`src/rtl/gpio_port_pkg.sv`:
```
package gpio_port_pkg;

  localparam int REG_W  = 32;
  localparam int ADDR_W = 3;

  typedef enum logic [1:0] {
    PM_INPUT  = 2'b00,
    PM_OUTPUT = 2'b01,
    PM_ALTFN  = 2'b10,
    PM_ANALOG = 2'b11
  } pin_mode_e;

  typedef enum logic [1:0] {
    PULL_NONE = 2'b00,
    PULL_UP   = 2'b01,
    PULL_DOWN = 2'b10,
    PULL_RSVD = 2'b11
  } pin_pull_e;

  localparam logic [ADDR_W-1:0] OFS_MODE   = 3'd0;
  localparam logic [ADDR_W-1:0] OFS_TYPE   = 3'd1;
  localparam logic [ADDR_W-1:0] OFS_SPEED  = 3'd2;
  localparam logic [ADDR_W-1:0] OFS_PULL   = 3'd3;
  localparam logic [ADDR_W-1:0] OFS_INDATA = 3'd4;
  localparam logic [ADDR_W-1:0] OFS_OUTDAT = 3'd5;
  localparam logic [ADDR_W-1:0] OFS_SETCLR = 3'd6;

endpackage

```
`src/rtl/gpio_rst_sync.sv`:
```
module gpio_rst_sync #(
  parameter int STAGES = 2
) (
  input  logic clk,
  input  logic rst_n,
  output logic core_rst_n
);

  logic [STAGES-1:0] sh_q;
  logic [STAGES-1:0] sh_d;

  always_comb begin
    sh_d = {sh_q[STAGES-2:0], 1'b1};
  end

  always_ff @(posedge clk or negedge rst_n) begin
    if (!rst_n) sh_q <= '0;
    else        sh_q <= sh_d;
  end

  assign core_rst_n = sh_q[STAGES-1];

endmodule

```
`src/rtl/gpio_cfg_regs.sv`:
```
module gpio_cfg_regs
  import gpio_port_pkg::*;
#(
  parameter int NUM_PINS = 16
) (
  input  logic                  clk,
  input  logic                  rst_n,
  input  logic                  bus_we,
  input  logic [ADDR_W-1:0]     bus_addr,
  input  logic [REG_W-1:0]      bus_wdata,
  input  logic [NUM_PINS-1:0]   idr_i,
  output logic [REG_W-1:0]      bus_rdata,
  output logic [2*NUM_PINS-1:0] mode_o,
  output logic [NUM_PINS-1:0]   otype_o,
  output logic [2*NUM_PINS-1:0] pull_o,
  output logic [NUM_PINS-1:0]   odr_o
);

  localparam int FW = 2 * NUM_PINS;

  logic [FW-1:0]       mode_q, speed_q, pull_q;
  logic [NUM_PINS-1:0] otype_q, odr_q, odr_d;
  logic                mode_en, type_en, speed_en, pull_en, odr_en;
  logic [NUM_PINS-1:0] set_bits, clr_bits;

  assign set_bits = bus_wdata[NUM_PINS-1:0];
  assign clr_bits = bus_wdata[FW-1:NUM_PINS];

  always_comb begin
    mode_en  = bus_we && (bus_addr == OFS_MODE);
    type_en  = bus_we && (bus_addr == OFS_TYPE);
    speed_en = bus_we && (bus_addr == OFS_SPEED);
    pull_en  = bus_we && (bus_addr == OFS_PULL);
    odr_en   = bus_we && ((bus_addr == OFS_OUTDAT) || (bus_addr == OFS_SETCLR));
  end

  // output data next state: direct write, or set/clear with set winning
  always_comb begin
    odr_d = odr_q;
    if (bus_addr == OFS_OUTDAT) odr_d = bus_wdata[NUM_PINS-1:0];
    else                        odr_d = (odr_q & ~clr_bits) | set_bits;
  end

  always_ff @(posedge clk or negedge rst_n) begin
    if (!rst_n) begin
      mode_q  <= '0;
      otype_q <= '0;
      speed_q <= '0;
      pull_q  <= '0;
      odr_q   <= '0;
    end else begin
      if (mode_en)  mode_q  <= bus_wdata[FW-1:0];
      if (type_en)  otype_q <= bus_wdata[NUM_PINS-1:0];
      if (speed_en) speed_q <= bus_wdata[FW-1:0];
      if (pull_en)  pull_q  <= bus_wdata[FW-1:0];
      if (odr_en)   odr_q   <= odr_d;
    end
  end

  always_comb begin
    bus_rdata = '0;
    case (bus_addr)
      OFS_MODE:   bus_rdata[FW-1:0]       = mode_q;
      OFS_TYPE:   bus_rdata[NUM_PINS-1:0] = otype_q;
      OFS_SPEED:  bus_rdata[FW-1:0]       = speed_q;
      OFS_PULL:   bus_rdata[FW-1:0]       = pull_q;
      OFS_INDATA: bus_rdata[NUM_PINS-1:0] = idr_i;
      OFS_OUTDAT: bus_rdata[NUM_PINS-1:0] = odr_q;
      default:    bus_rdata               = '0;
    endcase
  end

  assign mode_o  = mode_q;
  assign otype_o = otype_q;
  assign pull_o  = pull_q;
  assign odr_o   = odr_q;

  // set bits land as ones after a set/clear write (set beats clear)
  assert_set_wins_R8: assert property (@(posedge clk) disable iff (!rst_n)
    (bus_we && bus_addr == OFS_SETCLR) |=>
      ((odr_q & $past(set_bits)) == $past(set_bits)));

  // clear-only bits land as zeros
  assert_clear_only_R8: assert property (@(posedge clk) disable iff (!rst_n)
    (bus_we && bus_addr == OFS_SETCLR) |=>
      ((odr_q & $past(clr_bits & ~set_bits)) == '0));

  // untouched bits keep their value
  assert_setclr_keep_R8: assert property (@(posedge clk) disable iff (!rst_n)
    (bus_we && bus_addr == OFS_SETCLR) |=>
      (((odr_q ^ $past(odr_q)) & ~$past(clr_bits | set_bits)) == '0));

endmodule

```
`src/rtl/gpio_in_sample.sv`:
```
module gpio_in_sample #(
  parameter int NUM_PINS    = 16,
  parameter int SYNC_STAGES = 2
) (
  input  logic                clk,
  input  logic                rst_n,
  input  logic [NUM_PINS-1:0] pad_in,
  input  logic [NUM_PINS-1:0] ie_i,
  output logic [NUM_PINS-1:0] idr_o
);

  logic [NUM_PINS-1:0] stg_q [SYNC_STAGES];
  logic [NUM_PINS-1:0] idr_q, idr_d;

  always_ff @(posedge clk or negedge rst_n) begin
    if (!rst_n) begin
      for (int k = 0; k < SYNC_STAGES; k++) stg_q[k] <= '0;
    end else begin
      stg_q[0] <= pad_in;
      for (int k = 1; k < SYNC_STAGES; k++) stg_q[k] <= stg_q[k-1];
    end
  end

  always_comb begin
    idr_d = stg_q[SYNC_STAGES-1] & ie_i;
  end

  always_ff @(posedge clk or negedge rst_n) begin
    if (!rst_n) idr_q <= '0;
    else        idr_q <= idr_d;
  end

  assign idr_o = idr_q;

  // a pin with its buffer off captures 0
  assert_idr_off_zero_R6: assert property (@(posedge clk) disable iff (!rst_n)
    (idr_q != '1) |=> ((idr_q & ~$past(ie_i)) == '0));

endmodule

```
`src/rtl/gpio_pad_decode.sv`:
```
module gpio_pad_decode
  import gpio_port_pkg::*;
#(
  parameter int NUM_PINS = 16
) (
  input  logic [2*NUM_PINS-1:0] mode_i,
  input  logic [NUM_PINS-1:0]   otype_i,
  input  logic [2*NUM_PINS-1:0] pull_i,
  input  logic [NUM_PINS-1:0]   odr_i,
  input  logic [NUM_PINS-1:0]   alt_i,
  output logic [NUM_PINS-1:0]   oe_o,
  output logic [NUM_PINS-1:0]   out_o,
  output logic [NUM_PINS-1:0]   pu_o,
  output logic [NUM_PINS-1:0]   pd_o,
  output logic [NUM_PINS-1:0]   ie_o
);

  for (genvar i = 0; i < NUM_PINS; i++) begin : g_pin
    pin_mode_e md;
    pin_pull_e pl;
    logic      drive_en;
    logic      drive_val;
    logic      digital;

    assign md        = pin_mode_e'(mode_i[2*i +: 2]);
    assign pl        = pin_pull_e'(pull_i[2*i +: 2]);
    assign digital   = (md != PM_ANALOG);
    assign drive_en  = (md == PM_OUTPUT) || (md == PM_ALTFN);
    assign drive_val = (md == PM_ALTFN) ? alt_i[i] : odr_i[i];

    assign oe_o[i]  = drive_en && (!otype_i[i] || !drive_val);
    assign out_o[i] = drive_en && !otype_i[i] && drive_val;
    assign pu_o[i]  = digital && (pl == PULL_UP);
    assign pd_o[i]  = digital && (pl == PULL_DOWN);
    assign ie_o[i]  = digital;
  end

endmodule

```
`src/rtl/gpio_port_ctrl.sv`:
```
module gpio_port_ctrl
  import gpio_port_pkg::*;
#(
  parameter int NUM_PINS    = 16,
  parameter int SYNC_STAGES = 2
) (
  input  logic                clk,
  input  logic                rst_n,
  input  logic                bus_we,
  input  logic [ADDR_W-1:0]   bus_addr,
  input  logic [REG_W-1:0]    bus_wdata,
  output logic [REG_W-1:0]    bus_rdata,
  input  logic [NUM_PINS-1:0] alt_fn_val,
  input  logic [NUM_PINS-1:0] pad_in,
  output logic [NUM_PINS-1:0] pad_oe,
  output logic [NUM_PINS-1:0] pad_out,
  output logic [NUM_PINS-1:0] pad_pu,
  output logic [NUM_PINS-1:0] pad_pd,
  output logic [NUM_PINS-1:0] pad_ie
);

  localparam int FW = 2 * NUM_PINS;

  logic                core_rst_n;
  logic [FW-1:0]       mode_w, pull_w;
  logic [NUM_PINS-1:0] otype_w, odr_w, idr_w;

  gpio_rst_sync #(.STAGES(2)) u_rst (
    .clk        (clk),
    .rst_n      (rst_n),
    .core_rst_n (core_rst_n)
  );

  gpio_cfg_regs #(.NUM_PINS(NUM_PINS)) u_regs (
    .clk       (clk),
    .rst_n     (core_rst_n),
    .bus_we    (bus_we),
    .bus_addr  (bus_addr),
    .bus_wdata (bus_wdata),
    .idr_i     (idr_w),
    .bus_rdata (bus_rdata),
    .mode_o    (mode_w),
    .otype_o   (otype_w),
    .pull_o    (pull_w),
    .odr_o     (odr_w)
  );

  gpio_pad_decode #(.NUM_PINS(NUM_PINS)) u_dec (
    .mode_i  (mode_w),
    .otype_i (otype_w),
    .pull_i  (pull_w),
    .odr_i   (odr_w),
    .alt_i   (alt_fn_val),
    .oe_o    (pad_oe),
    .out_o   (pad_out),
    .pu_o    (pad_pu),
    .pd_o    (pad_pd),
    .ie_o    (pad_ie)
  );

  gpio_in_sample #(.NUM_PINS(NUM_PINS), .SYNC_STAGES(SYNC_STAGES)) u_in (
    .clk    (clk),
    .rst_n  (core_rst_n),
    .pad_in (pad_in),
    .ie_i   (pad_ie),
    .idr_o  (idr_w)
  );

  for (genvar i = 0; i < NUM_PINS; i++) begin : g_chk
    assert_input_released_R3: assert property (@(posedge clk) disable iff (!core_rst_n)
      (mode_w[2*i +: 2] == PM_INPUT) |-> !pad_oe[i]);

    assert_output_follows_R3: assert property (@(posedge clk) disable iff (!core_rst_n)
      (mode_w[2*i +: 2] == PM_OUTPUT && !otype_w[i]) |-> (pad_oe[i] && pad_out[i] == odr_w[i]));

    assert_od_never_high_R4: assert property (@(posedge clk) disable iff (!core_rst_n)
      otype_w[i] |-> !pad_out[i]);

    assert_altfn_source_R5: assert property (@(posedge clk) disable iff (!core_rst_n)
      (mode_w[2*i +: 2] == PM_ALTFN && !otype_w[i]) |-> (pad_oe[i] && pad_out[i] == alt_fn_val[i]));

    assert_analog_quiet_R6: assert property (@(posedge clk) disable iff (!core_rst_n)
      (mode_w[2*i +: 2] == PM_ANALOG) |-> !(pad_oe[i] || pad_out[i] || pad_pu[i] || pad_pd[i] || pad_ie[i]));

    assert_pull_exclusive_R7: assert property (@(posedge clk) disable iff (!core_rst_n)
      !(pad_pu[i] && pad_pd[i]));
  end

endmodule

```
`config.mk`:
```
export PLATFORM = sky130hd
export DESIGN_NAME = gpio_port_ctrl
export DESIGN_NICKNAME = d
export VERILOG_FILES = /design/src/rtl/gpio_port_pkg.sv /design/src/rtl/gpio_rst_sync.sv /design/src/rtl/gpio_cfg_regs.sv /design/src/rtl/gpio_in_sample.sv /design/src/rtl/gpio_pad_decode.sv /design/src/rtl/gpio_port_ctrl.sv
export SDC_FILE = /design/constraint.sdc
export NUM_CORES = 1
export LEC_CHECK = 0
export BUFFER_PORTS_ARGS = -buffer_cell sky130_fd_sc_hd__buf_4
export CORE_MARGIN = 2
export CORE_UTILIZATION = 56
export CTS_CLUSTER_DIAMETER = 60
export DETAILED_ROUTE_END_ITERATION = 16
export HOLD_SLACK_MARGIN = 0.15
export PLACE_DENSITY = 0.81
export SYNTH_ARGS = -nofsm -noshare
export SYNTH_HDL_FRONTEND = slang
export SYNTH_SLANG_ARGS = --single-unit
```
`constraint.sdc`:
```
create_clock -name clk -period 6.2 [get_ports clk]
set_clock_uncertainty 0.05 [all_clocks]
set_input_delay 0.62 -clock clk [delete_from_list [all_inputs] [get_ports clk]]
set_output_delay 0.62 -clock clk [all_outputs]
set_load 0.005 [all_outputs]
```
==> results.yml, run 1 <==
cells_and_area:
  final_util: 0.696
  area_delta_synth_final_pct: 21.1
  antenna_cells: 0
  ff_latch_area_um2: 4460
  final_cells: 1143
  final_nets: 1016
  final_layout_size_suffix_gt1_frac: 0.362
  nFillCells: 1188
  multi_input_area_um2: 4170
pwr:
  cellPowerDensity_nw_per_um2: 332
  ir_drop_mv: 0.207
  p_leak_nw: 5.02
setup_path:
  cp_slowest_stage_delay_ps: 710
  path_max_fanout: 88
  crit_path_end_kind: "output pin"
  rrSetupSlack_ps: 4930
  worstSetupPathType: "input pin to output pin"
  crit_path_start_kind: "input pin"
  crit_top_cell: "buf_4"
  arrival_ps: 2640
  crit_path_top_delay_cell: "buf_4"
  cp_cell_sequence: "buf_4 -> and2_1 -> buf_4 -> nand3b_1 -> o221ai_1 -> buf_4"
  cp.required_ps: 5530
synthesis:
  synth_area_leaders: "dfrtp_1 (49%), mux2_2 (12%), mux2i_1 (5.6%), ha_1 (4.4%), mux2_1 (4.1%)"
  synth_area_um2: 9130
  synthArstFlopShare: 1.00
  netlist_instances: 770
  ys.flop_type: "dfrtp_1"
  syn-num-nets: 872
  synth_edf_count: 0
  ys_types: 37
  avgSynthCellArea_um2: 11.9
  netlist_top_cells_count: "dfrtp_1 (178), mux2_2 (96), mux2i_1 (51)"
  yosysWarnings: 0
  ys_seq_area_frac: 0.488
  ys_ff_latch: 178
  synth_most_common_cell: "dfrtp_1"
  synth.top_cell.area_share: 0.488
  yosysTopAreaCell: "dfrtp_1"
sta:
  relSlewSlack: 0.249
  drv_slew: 0
  hold_viol: 0
  worst_pin_slew_ps: 1130
  setup_violations: 0
  max_freq_ghz: 0.302
  period_needed_ps: 3310
  layout_setup_ws_ps: 2890
  period_share: 0.533
  rsz0062_at_grt: "false"
  tns_ps: 0
  whs_ps: 232
die:
  placementRows: 46
  io_pins: 182
  design.die.area_um2: 17300
  core_um2: 15900
  start_util: 0.575
  die_width_um: 132
  die_y_um: 132
global_routing:
  grt_use_met2: 0.414
  grt_pass1_wl_mm: 35.3
  gr-usage-met1: 0.351
  grt_overflow: 0
  grt_max_degree: 177
  antenna_found_initial: 0
  globalRoute.busiestLayer: "met2"
  use_met3: 0.0617
  grt_usage: 0.259
  first_global_vias: 6568
drt:
  initialDrtViolationCount: 375
  vias: 6622
  drt_pass1_iterations: 5
  antenna_left: 0
  wirelength_mm: 21.9
  vias_per_cell: 5.79
  drc: 0
  wl_per_cell_um: 19.2
job:
  maxCapViolCount: 0
placed_design:
  place_inst: 1110
  hpwl_mm: 14.8
  place_ws_ps: 2760
  place_congestion: 0.789
  port_buffers: 181
cts:
  tritoncts: "yes"
  clock-sinks: 178
  cts_resized: 0
  clk_latency_ps: 440
  cts_hold_buf: 1
  htree_num_levels: 4
  cts_setup_buffers: 0
  cts_buffers: 17
  cts_root_buffer: "clkbuf_16"
  clk_path_buf_depth: 2
  clkTransAtPathRegs_ps: 70
hold_path:
  hp-class: "input pin to flop"
run_status:
  status: "complete, no violations"
-- kinds of logic after synthesis --
logic type | synth area share
multiplexers | 0.215
other | 0.000411
buffers and inverters | 0.0562
adder cells (fa/ha/maj) | 0.0439
flip-flops | 0.488
AND/OR/NAND/NOR | 0.106
AO/OA/AOI/OAI | 0.0906
-- cell type report --
| class | instances | share of cell area |
|---|---|---|
| clock buffers | 17 | 0.0385 |
| well taps | 216 | 0.0244 |
| multi-input cells | 498 | 0.377 |
| clock inverters | 15 | 0.0175 |
| inverters | 32 | 0.0109 |
| repair buffers | 187 | 0.128 |
| flip-flops and latches | 178 | 0.403 |
-- critical path, delay by kind of cell --
| kind | cells | cell delay (ps) |
|---|---|---|
| buf+inv | 3 | 1260 |
| simple gates | 2 | 590 |
| compound gates | 1 | 110 |
-- state kept, by name, summed over array words and instances, names as in the netlist --
register,count
u_regs.mode_o,32
u_regs.odr_o,16
u_regs.pull_o,32
u_regs.otype_o,16
u_regs.speed_q,32
u_in.stg_q,32
u_in.idr_o,16
u_rst.sh_q,2
-- final timing paths --
| kind | startpoint | end | cells after the start |
|---|---|---|---|
| worst max register to register | u_rst.sh_q[1]$_DFF_PN0_ | u_in.stg_q[25]$_DFF_PN0_ | 1 |
| max in group asynchronous | u_rst.sh_q[1]$_DFF_PN0_ | u_in.stg_q[25]$_DFF_PN0_ | 1 |
| worst max-delay path | bus_addr[0] | bus_rdata[1] | 6 |
| min in group asynchronous | u_rst.sh_q[1]$_DFF_PN0_ | u_in.stg_q[22]$_DFF_PN0_ | 1 |
| worst min-delay path | pad_in[11] | u_in.stg_q[27]$_DFF_PN0_ | 1 |
| worst min register to register | u_rst.sh_q[0]$_DFF_PN0_ | u_rst.sh_q[1]$_DFF_PN0_ | 0 |
-- layer usage --
| layer | share of wire | wire (um) |
|---|---|---|
| met5 | 0 | 0 |
| met2 | 0.48 | 10500 |
| met1 | 0.45 | 9880 |
| met4 | 0.017 | 372 |
| met3 | 0.054 | 1180 |
-- report_power, final --
part | internal, mW | switching (mW) | leakage, nW
combinational | 0.567 | 0.407 | 2.62
sequential | 1.37 | 0.196 | 2.10
clock | 0.646 | 0.488 | 0.294
-- metrics by stage --
step | cell area, um^2 | total power [mW]
3_3_place_gp | 10400 | 2.52
2_1_floorplan | 9130 | 2.11
6_report | 11100 | 3.67
3_5_place_dp | 10400 | 2.56
5_1_grt | 11100 | 3.86
4_1_cts | 11100 | 3.69
-- layout by cell type, fill, tap and decap left out, types with 3 or more instances in the layout --
cell type / count
o32a_1: 5
bufinv_16: 3
nand2_1: 49
mux2_1: 33
o21ai_0: 29
buf_4: 185
a211o_1: 8
ha_1: 32
nor2b_1: 18
clkbuf_16: 17
o21a_1: 8
nor3b_1: 49
mux2i_1: 51
clkinvlp_4: 3
mux2_2: 96
inv_1: 32
a32oi_1: 16
dfrtp_1: 177
o221ai_1: 3
a21oi_1: 43
inv_6: 7
o211ai_1: 16
nand3_1: 8
or2_2: 16
No activity file was read; power rests on OpenSTA's default activity.
==> run 2, diff against run 1 <==
--- a/config.mk
+++ b/config.mk
@@ -7,11 +7,11 @@
 export LEC_CHECK = 0
 export BUFFER_PORTS_ARGS = -buffer_cell sky130_fd_sc_hd__buf_4
 export CORE_MARGIN = 2
-export CORE_UTILIZATION = 56
+export CORE_UTILIZATION = 50
 export CTS_CLUSTER_DIAMETER = 60
 export DETAILED_ROUTE_END_ITERATION = 16
 export HOLD_SLACK_MARGIN = 0.15
-export PLACE_DENSITY = 0.81
+export PLACE_DENSITY = 0.76
 export SYNTH_ARGS = -nofsm -noshare
 export SYNTH_HDL_FRONTEND = slang
 export SYNTH_SLANG_ARGS = --single-unit
==> constraint.sdc (replaced) <==
create_clock -name clk -period 3.03 [get_ports clk]
set_clock_uncertainty 0.05 [all_clocks]
set_input_delay 0.303 -clock clk [delete_from_list [all_inputs] [get_ports clk]]
set_output_delay 0.303 -clock clk [all_outputs]
set_load 0.005 [all_outputs]
==> run 2 against run 1 <==
Routed wire length rose by 7.9%. Hold slack better by 10 ps. Clock power up 110%. Via count increased by 2.8%. Register-to-register slack worse by 3100 ps. Non-clock buffer count grew 60. Die area rose by 12%. Critical path type unchanged.
==> results.yml, run 2 (synthesis results as in run 1) <==
run_status:
  status: "complete, no violations"
drt:
  vias_per_cell: 5.61
  drc: 0
  wirelength_mm: 23.7
  initialDrtViolationCount: 499
  antenna_left: 0
  wl_per_cell_um: 19.5
  drt_pass1_iterations: 4
  vias: 6807
die:
  placementRows: 49
  core_um2: 18000
  die_y_um: 139
  io_pins: 182
  die_width_um: 139
  design.die.area_um2: 19400
  start_util: 0.508
setup_path:
  rrSetupSlack_ps: 1870
  crit_path_top_delay_cell: "buf_4"
  arrival_ps: 2030
  r2r_start: "u_rst.sh_q[1]$_DFF_PN0_"
  cp_cell_sequence: "buf_4 -> buf_4 -> nand2b_1 -> o21ai_0 -> buf_4"
  startpoint: "bus_addr[0]"
  cp.required_ps: 2680
  crit_top_cell: "buf_4"
  crit_path_start_kind: "input pin"
  worstSetupPathType: "input pin to output pin"
  cpLargestDelayFamily: "buffers and inverters"
  endpoint: "bus_rdata[8]"
  cp_slowest_stage_delay_ps: 500
  critPathBufInv: 3
  path_max_fanout: 49
  crit_path_end_kind: "output pin"
  worstSetupPathDepth: 5
  r2r-end: "u_regs.pull_o[25]$_DFFE_PN0P_"
  rr_worst_depth: 1
sta:
  rsz0062_at_grt: "false"
  worst_pin_slew_ps: 835
  hold_viol: 0
  tns_ps: 0
  relSlewSlack: 0.443
  max_freq_ghz: 0.420
  layout_setup_ws_ps: 648
  setup_violations: 0
  period_share: 0.786
  drv_slew: 0
  period_needed_ps: 2380
hold_path:
  hp-class: "flop to asynchronous set/reset pin"
global_routing:
  antenna_found_initial: 0
  first_global_vias: 6976
  grt_max_degree: 72
  grt_overflow: 0
  grt_usage: 0.248
  grt_pass1_wl_mm: 37.8
cts:
  clkTransAtPathRegs_ps: 60
  clk_path_buf_depth: 2
  clk_latency_ps: 420
  cts_resized: 0
  cts_buffers: 17
  htree_num_levels: 4
  tritoncts: "yes"
  cts_root_buffer: "clkbuf_16"
  cts_setup_buffers: 0
  clock-sinks: 178
cells_and_area:
  final_nets: 1076
  nFillCells: 1377
  antenna_cells: 0
  layout_commonest_cell: "buf_4"
  final_area_um2: 11700
  multi_input_area_um2: 4170
  final_util: 0.649
  layout_common_cells: "buf_4 (195), dfrtp_1 (177), mux2_2 (96), mux2i_1 (51), dlygate4sd3_1 (50)"
  ff_latch_area_um2: 4460
  final_layout_size_suffix_gt1_frac: 0.350
  area_delta_synth_final_pct: 27.7
pwr:
  p_leak_nw: 5.29
  ir_drop_mv: 0.413
  power_mw: 7.61
  cellPowerDensity_nw_per_um2: 652
placed_design:
  hpwl_mm: 16.0
  place_congestion: 0.781
  placed_area_um2: 10500
  port_buffers: 181
  place_ws_ps: 627
job:
  maxCapViolCount: 0
==> run 2: layout make-up <==
type	count	area share
clock buffers	20	0.0400
clock inverters	10	0.0135
inverters	32	0.0103
multi-input cells	498	0.357
flip-flops and latches	178	0.382
well taps	229	0.0246
repair buffers	247	0.172
==> run 2: report_power, final <==
| group | internal, mW | switching, mW | total [mW] |
|---|---|---|---|
| clock | 1.43 | 0.912 | 2.35 |
| combinational | 1.21 | 0.839 | 2.05 |
| sequential | 2.80 | 0.413 | 3.21 |
==> run 2: worst min path at each step <==
stage | start | to | cells past startpoint
2_1_floorplan | rst_n | u_rst.sh_q[0]$_DFF_PN0_ | 0
3_3_place_gp | rst_n | u_rst.sh_q[0]$_DFF_PN0_ | 1
3_5_place_dp | rst_n | u_rst.sh_q[1]$_DFF_PN0_ | 1
4_1_cts | u_rst.sh_q[1]$_DFF_PN0_ | u_regs.odr_o[9]$_DFFE_PN0P_ | 0
5_1_grt | u_rst.sh_q[1]$_DFF_PN0_ | u_regs.mode_o[16]$_DFFE_PN0P_ | 0
6_report | u_rst.sh_q[1]$_DFF_PN0_ | u_regs.pull_o[18]$_DFFE_PN0P_ | 0
==> run 2: what timing repair did <==
item / in CTS / in global routing
endpoints found under the hold margin: 146 / 0
hold buffers: 50 / 0
setup endpoints to repair: 0 / 0
==> run 2: metrics by stage <==
step                hold WS [ps]  cells
floorplan                  -42.6    770
global placement            36.5   1134
detailed placement          38.8   1134
CTS                          256   1214
global route                 278   1214
finish                       242   1214
==> run 2: layer usage <==
metal / GRT usage / part of all wire / vias to the layer above
li1: - / - / 3150
met1: 0.329 / 0.44 / 3436
met2: 0.411 / 0.49 / 194
met3: 0.0528 / 0.055 / 27
met4: 0.0760 / 0.017 / 0
met5: 0 / 0 / -
